**src/rtl/fsk_pkg.sv**
```systemverilog
package fsk_pkg;
  localparam int TUNE_W = 16;

  localparam logic [TUNE_W-1:0] WORD_IDLE = 16'h3815;

  typedef enum logic [1:0] {
    PLAN_HD1200  = 2'd0,
    PLAN_SLOW_OR = 2'd1,
    PLAN_LS_ORIG = 2'd2,
    PLAN_LS_ANS  = 2'd3
  } chanPlan_e;

  typedef struct packed {
    logic              tick;
    logic [TUNE_W-1:0] tuneWord;
  } ctrlStrobe_t;

  function automatic logic [TUNE_W-1:0] markWord(input chanPlan_e plan);
    case (plan)
      PLAN_HD1200:  markWord = 16'h22B7;
      PLAN_SLOW_OR: markWord = 16'h0A6A;
      PLAN_LS_ORIG: markWord = 16'h21EA;
      default:      markWord = 16'h3B6B;
    endcase
  endfunction

  function automatic logic [TUNE_W-1:0] spaceWord(input chanPlan_e plan);
    case (plan)
      PLAN_HD1200:  spaceWord = 16'h3815;
      PLAN_SLOW_OR: spaceWord = 16'h0C04;
      PLAN_LS_ORIG: spaceWord = 16'h1C93;
      default:      spaceWord = 16'h3614;
    endcase
  endfunction
endpackage

```
**src/rtl/fsk_ctrl.sv**
```systemverilog
module fsk_ctrl
  import fsk_pkg::*;
#(
  parameter int TICK_DIV = 163
) (
  input  logic        clk,
  input  logic        rst,
  input  logic        dataIn,
  input  chanPlan_e   plan,
  output ctrlStrobe_t strobe
);
  localparam int CNT_W = (TICK_DIV > 2) ? $clog2(TICK_DIV) : 1;
  localparam logic [CNT_W-1:0] CNT_LAST = CNT_W'(TICK_DIV - 1);

  logic [CNT_W-1:0]  divCnt;
  logic              tickNow;
  logic              armed;
  logic              armNext;
  logic [TUNE_W-1:0] tuneReg;
  logic [TUNE_W-1:0] wordSel;

  assign tickNow = (divCnt == CNT_LAST);

  always_ff @(posedge clk) begin
    if (rst)          divCnt <= '0;
    else if (tickNow) divCnt <= '0;
    else              divCnt <= divCnt + CNT_W'(1);
  end

  assign armNext = armed | ~dataIn;

  always_comb begin
    if (!armNext)    wordSel = WORD_IDLE;
    else if (dataIn) wordSel = markWord(plan);
    else             wordSel = spaceWord(plan);
  end

  always_ff @(posedge clk) begin
    if (rst) begin
      armed   <= 1'b0;
      tuneReg <= WORD_IDLE;
    end else if (tickNow) begin
      armed   <= armNext;
      tuneReg <= wordSel;
    end
  end

  assign strobe.tick     = tickNow;
  assign strobe.tuneWord = tuneReg;

  p_tick_spacing_r2: assert property (@(posedge clk) disable iff (rst)
    tickNow |=> !tickNow);
  p_count_range_r2: assert property (@(posedge clk) disable iff (rst)
    divCnt <= CNT_LAST);
  p_arm_sticky_r7: assert property (@(posedge clk) disable iff (rst)
    armed |=> armed);
  p_idle_word_r7: assert property (@(posedge clk) disable iff (rst)
    !armed |-> tuneReg == WORD_IDLE);
  p_word_between_ticks_r6: assert property (@(posedge clk) disable iff (rst)
    !tickNow |=> $stable(tuneReg));
endmodule

```
**src/rtl/fsk_datapath.sv**
```systemverilog
module fsk_datapath
  import fsk_pkg::*;
#(
  parameter int OSC_W = 8,
  parameter int POS_INIT = -4,
  parameter int VEL_INIT = -8
) (
  input  logic             clk,
  input  logic             rst,
  input  ctrlStrobe_t      strobe,
  output logic [OSC_W-1:0] sineOut,
  output logic             pdmOut
);
  localparam logic [OSC_W-1:0] HALF_SCALE = OSC_W'(1) << (OSC_W - 1);
  localparam logic [OSC_W-1:0] POS_RST    = OSC_W'(POS_INIT);
  localparam logic [OSC_W-1:0] VEL_RST    = OSC_W'(VEL_INIT);

  logic [TUNE_W-1:0] phaseAcc;
  logic [TUNE_W:0]   phaseSum;
  logic              stepCarry;
  logic [OSC_W-1:0]  posReg, velReg, velStep;
  logic [OSC_W-1:0]  dacAcc;
  logic [OSC_W:0]    dacSum;

  assign phaseSum  = {1'b0, phaseAcc} + {1'b0, strobe.tuneWord};
  assign stepCarry = phaseSum[TUNE_W];
  assign velStep   = posReg[OSC_W-1] ? velReg + OSC_W'(1) : velReg - OSC_W'(1);
  assign dacSum    = {1'b0, dacAcc} + {1'b0, posReg ^ HALF_SCALE};

  always_ff @(posedge clk) begin
    if (rst) begin
      phaseAcc <= '0;
      posReg   <= POS_RST;
      velReg   <= VEL_RST;
      dacAcc   <= '0;
      pdmOut   <= 1'b0;
    end else if (strobe.tick) begin
      phaseAcc <= phaseSum[TUNE_W-1:0];
      dacAcc   <= dacSum[OSC_W-1:0];
      pdmOut   <= dacSum[OSC_W];
      if (stepCarry) begin
        velReg <= velStep;
        posReg <= posReg + velStep;
      end
    end
  end

  assign sineOut = posReg;

  p_hold_off_tick_r2: assert property (@(posedge clk) disable iff (rst)
    !strobe.tick |=> $stable(posReg) && $stable(velReg) && $stable(phaseAcc) && $stable(pdmOut));
  p_hold_no_carry_r3: assert property (@(posedge clk) disable iff (rst)
    (strobe.tick && !stepCarry) |=> $stable(posReg) && $stable(velReg));
  p_phase_advance_r3: assert property (@(posedge clk) disable iff (rst)
    strobe.tick |=> phaseAcc == $past(phaseAcc) + $past(strobe.tuneWord));
  p_vel_down_r4: assert property (@(posedge clk) disable iff (rst)
    (strobe.tick && stepCarry && !posReg[OSC_W-1]) |=> velReg == $past(velReg) - OSC_W'(1));
  p_vel_up_r4: assert property (@(posedge clk) disable iff (rst)
    (strobe.tick && stepCarry && posReg[OSC_W-1]) |=> velReg == $past(velReg) + OSC_W'(1));
  p_pos_move_r4: assert property (@(posedge clk) disable iff (rst)
    (strobe.tick && stepCarry) |=> posReg == $past(posReg) + velReg);
endmodule

```
**src/rtl/fsk_tone_gen.sv**
```systemverilog
module fsk_tone_gen
  import fsk_pkg::*;
#(
  parameter int TICK_DIV = 163,
  parameter int OSC_W = 8
) (
  input  logic             clk,
  input  logic             rst,
  input  logic             dataIn,
  input  logic [1:0]       modeSel,
  output logic [OSC_W-1:0] sineOut,
  output logic             pdmOut
);
  ctrlStrobe_t strobe;
  chanPlan_e   plan;

  assign plan = chanPlan_e'(modeSel);

  fsk_ctrl #(.TICK_DIV(TICK_DIV)) u_ctrl (
    .clk    (clk),
    .rst    (rst),
    .dataIn (dataIn),
    .plan   (plan),
    .strobe (strobe)
  );

  fsk_datapath #(.OSC_W(OSC_W)) u_datapath (
    .clk     (clk),
    .rst     (rst),
    .strobe  (strobe),
    .sineOut (sineOut),
    .pdmOut  (pdmOut)
  );
endmodule

```
**config.mk**
```make
export PLATFORM = sky130hd
export DESIGN_NAME = fsk_tone_gen
export DESIGN_NICKNAME = d
export VERILOG_FILES = /design/src/rtl/fsk_pkg.sv /design/src/rtl/fsk_ctrl.sv /design/src/rtl/fsk_datapath.sv /design/src/rtl/fsk_tone_gen.sv
export SDC_FILE = /design/constraint.sdc
export NUM_CORES = 1
export LEC_CHECK = 0
export ABC_AREA = 0
export CORE_MARGIN = 2
export CORE_UTILIZATION = 30
export CTS_BUF_LIST = sky130_fd_sc_hd__clkbuf_16
export DETAILED_ROUTE_END_ITERATION = 12
export DONT_BUFFER_PORTS = 1
export GPL_TIMING_DRIVEN = 0
export PLACE_DENSITY_LB_ADDON = 0.12
export SLEW_MARGIN = 20
export SYNTH_ARGS = -nofsm -noshare
export SYNTH_HDL_FRONTEND = slang
export SYNTH_SLANG_ARGS = --single-unit
```
**constraint.sdc**
```tcl
create_clock -name clk -period 2.5 [get_ports clk]
set_input_delay 0.25 -clock clk [delete_from_list [all_inputs] [get_ports clk]]
set_output_delay 0.25 -clock clk [all_outputs]
set_load 0.05 [all_outputs]
```
==> parameters.txt <==
Parameter                              Value

Critical path
  Arrival time worst endpoint    3.09 ns
  Critical path class    reg2reg
  Critical Path RT    2.76 ns
  Nature of the critical path endpoint    flop
  Worst-case reg-to-reg path depth    15
  CP startpoint kind    flop
  Crit path max fanout    6

Floorplanning
  IO Pins    14
  Starting Density    30.5%
  Chip Height    117 um
  Die ar.    0.0136 mm^2
  Number of rows in the core area    41
  Die X-Extent    117 um
  Core Area    0.0125 mm^2

CTS
  Clock tree from TritonCTS    done
  Later-pin clock latency in the skew report    0.33 ns
  Number of hold buffers added after cts    0
  Num Clock Sinks    63
  Worst-case clock buffer depth    2
  Clock-pin transition on the worst setup and hold timing paths    0.06 ns
  Root Buffer    sky130_fd_sc_hd__clkbuf_16
  Number of H-tree levels    3
  Num CTS Buffers    9

Synth
  Simple-gate share of the synthesized area    18.1%
  Post-synth EDFFs    0
  Synthesized-area fraction occupied by adder cells    15.9%
  Register area share after synthesis    33.0%
  Post-Synth XOR/XNOR Area    7.57%
  Async set-or-reset flop fraction in the synthesized netlist    0%
  Compound-cell area share of the yosys netlist    19.3%
  Synthesized flop and latch total    63
  Net Count, Synth    502
  Combinational family with the most area after synthesis    compound AO/OA/AOI/OAI gates
  Cell Area, Synth    0.00382 mm^2
  Mean post-synth cell area    8.46 um^2
  Cell count after synthesis    451
  Proportion of synthesized area in mux cells    2.10%
  Primary FF master, synth    sky130_fd_sc_hd__dfxtp_1
  Warnings from Yosys    0
  Synth unique cells    46

Hold path
  Worst min-delay path category    in2reg
  Hold depth    2

Placed design
  Post-place instance area    0.00412 mm^2
  Placed Instances    623
  Half-perimeter wire length of the detailed placement result    7090 um
  Final weighted congestion in routability-driven placement    0.811
  I/O Buffers    0

STA
  Worst Slack Setup Final    -0.327 ns
  Shortest period the worst path allows    2.83 ns
  Highest Clock Rate    354 MHz
  Max Transition Viols Final    0
  Unrepaired setup endpoints after global routing    yes
  Number of endpoints with negative hold slack in the final report    0
  Headroom to the max-slew limit    56.1%
  Total setup violations reported at the end of the flow    2
  Worst clock skew on the final layout    0.00787 ns
  Final Hold Slack    0.133 ns
  Transition at the pin with the smallest max-transition slack    0.659 ns
  Period Utilization, post-route    113%

Job
  Number of max-capacitance violations reported    0

Layout
  Final standard cell count with taps included and fillers excluded    651
  Synth-to-layout area growth    21.4%
  Final Net Count    525
  Antenna fix cells    0
  Final core area utilization    37.0%
  Final standard cell area without fillers    0.00463 mm^2
  Share of layout cells above drive strength 1    14.6%

Routing
  Violation count after the first detailed-route iteration    136
  Drt total wl    9840 um
  Detailed-route DRC error count    0
  Vias per cell    4.91
  Wire length per cell after detailed routing    15.1 um
  Via count of the routed design    3,194
  Length of the first detailed-routing pass in iterations    4
  Remaining antenna violation count after routing    0

Global route
  Largest net degree at the start of global routing    11
  First-pass GRT wire length    16,100 um
  GRT Resource Usage Total    15.4%
  Total congestion overflow    0
  Vias in the first global route    3,134
  Initial antenna violation count    0

Status
  Status    complete, but fails checks
  Violations in the final reports    setup timing

Power and ir drop
  Reported leakage power    2.11 nW
  Total power per unit cell area    488 mW/mm^2
  Peak VDD IR    0.228 mV
  Post-layout total power    2.26 mW
## area by class of cell
class,instances,area (um^2)
Tap cell,172,215
Sequential cell,63,1270
Fill cell,1285,7890
Multi-Input combinational cell,350,2610
Clock buffer,9,225
Clock inverter,7,55.1
Buffer,17,77.6
Timing Repair Buffer,12,93.8
Inverter,21,86.3
## path summary, 6_finish.rpt
path	start	end	slack, ns
worst min-delay path	dataIn	u_ctrl.tuneReg[1]$_SDFFE_PP0P_	0.13
worst max register to register	u_datapath.sineOut[7]$_SDFFE_PP1P_	u_datapath.sineOut[7]$_SDFFE_PP1P_	-0.33
worst min register to register	u_datapath.phaseAcc[6]$_SDFFE_PP0P_	u_datapath.phaseAcc[6]$_SDFFE_PP0P_	0.46
worst max-delay path	u_datapath.sineOut[7]$_SDFFE_PP1P_	u_datapath.sineOut[7]$_SDFFE_PP1P_	-0.33
## stage by stage
| stage | setup TNS, ns | setup WS (ns) |
|---|---|---|
| finish | -0.418 | -0.327 |
| global route | -0.798 | -0.523 |
| CTS | -0.568 | -0.362 |
| detailed placement | -4.73 | -0.401 |
| global placement | -5.21 | -0.379 |
| floorplan | -0.137 | -0.137 |
## Yosys cell counts, drive strengths merged (3+ instances only)
cell     n  area, um^2
inv     20        75.1
nand4    5        46.3
buf      3        21.3
o211ai  10        75.1
and3     5        31.3
o41ai    5        62.6
clkbuf  14        52.6
xor2    12         105
mux2i    8        80.1
nand2   58         218
o221ai   4        35.0
nand3   14        70.1
fa       4        80.1
nor2    51         191
xnor2   21         184
a21oi   36         180
o21ai   13        65.1
o22a     3        26.3
o21bai   3        26.3
a21o    13        97.6
a311oi   3        26.3
dfxtp   63        1260
ha      42         526
nor3    11        55.1
a211oi   6        50.1
or3      5        31.3
## critical path, cell delays in order, from the launching register on
cell                       delay, ns
sky130_fd_sc_hd__dfxtp_4        0.51
sky130_fd_sc_hd__inv_8          0.08
sky130_fd_sc_hd__ha_4           0.24
sky130_fd_sc_hd__a21o_1         0.17
sky130_fd_sc_hd__a21oi_2        0.18
sky130_fd_sc_hd__o21bai_1       0.09
sky130_fd_sc_hd__a21o_1         0.18
sky130_fd_sc_hd__xnor2_2        0.18
sky130_fd_sc_hd__inv_2          0.07
sky130_fd_sc_hd__ha_4           0.27
sky130_fd_sc_hd__nor2_1         0.05
sky130_fd_sc_hd__nor2_2         0.12
sky130_fd_sc_hd__o41ai_4        0.10
sky130_fd_sc_hd__xnor2_1        0.14
sky130_fd_sc_hd__or3_1          0.31
sky130_fd_sc_hd__nand3_1        0.08
## where the power goes
part | switching, mW | internal (mW) | leakage (nW)
Combinational | 0.0385 | 0.0152 | 1.46
Sequential | 0.00559 | 1.01 | 0.510
Clock | 0.442 | 0.753 | 0.143
Total | 0.486 | 1.77 | 2.11
## placed cells by master, fill, tap and decap left out, types with 4 or more instances in the layout
cell type	synthesis	routed
sky130_fd_sc_hd__ha_1	42	36
sky130_fd_sc_hd__inv_1	20	18
sky130_fd_sc_hd__clkbuf_16	0	9
sky130_fd_sc_hd__a21o_1	13	13
sky130_fd_sc_hd__a21oi_2	0	4
sky130_fd_sc_hd__buf_4	0	11
sky130_fd_sc_hd__clkinv_1	1	4
sky130_fd_sc_hd__xor2_1	12	12
sky130_fd_sc_hd__clkbuf_1	14	11
sky130_fd_sc_hd__dfxtp_1	63	59
sky130_fd_sc_hd__nor2_1	51	48
sky130_fd_sc_hd__o21ai_0	13	11
sky130_fd_sc_hd__o211ai_1	10	10
sky130_fd_sc_hd__o221ai_1	4	4
sky130_fd_sc_hd__nand3_1	14	14
sky130_fd_sc_hd__ha_4	0	6
sky130_fd_sc_hd__xnor2_1	21	18
sky130_fd_sc_hd__and3_1	5	4
sky130_fd_sc_hd__mux2i_1	8	8
sky130_fd_sc_hd__nand4_1	4	4
sky130_fd_sc_hd__nor3_1	11	10
sky130_fd_sc_hd__or3_1	5	5
sky130_fd_sc_hd__a21oi_1	36	31
sky130_fd_sc_hd__nand2_1	58	58
## routing by layer
layer / global-route usage, % / part of all wire, % / vias up
li1: - / - / 1654
met1: 21.5 / 51 / 1496
met2: 23.5 / 44 / 35
met3: 3.30 / 3.4 / 9
met4: 5.18 / 1.1 / 0
met5: 0 / 0 / -
## cells by family (layout without fill, tap and decap cells)
| family | after synthesis | in the layout |
|---|---|---|
| AOI/OAI and AO/OA | 107 | 107 |
| muxes | 8 | 8 |
| DFF | 63 | 63 |
| xor gates and xnor gates | 33 | 33 |
| adders and majority gates | 46 | 46 |
| buffers and inverters | 38 | 66 |
| and+or+nand+nor | 156 | 156 |
## flip-flops by register name, summed over array words and instances (netlist names)
name and cells:
u_datapath.sineOut 8, u_ctrl.tuneReg 13, u_ctrl.divCnt 8, u_datapath.phaseAcc 16
u_datapath.velReg 8, u_ctrl.armed 1, u_datapath.pdmOut 1, u_datapath.dacAcc 8
## what timing repair did
action,in CTS,in global routing
pin swaps,5,22
endpoints found under the hold margin,0,0
endpoints found under the setup margin,38,35
buffers inserted,3,10
gates resized for setup,10,33
cloned,0,0
Note: power is estimated with default switching activity, not from simulation.
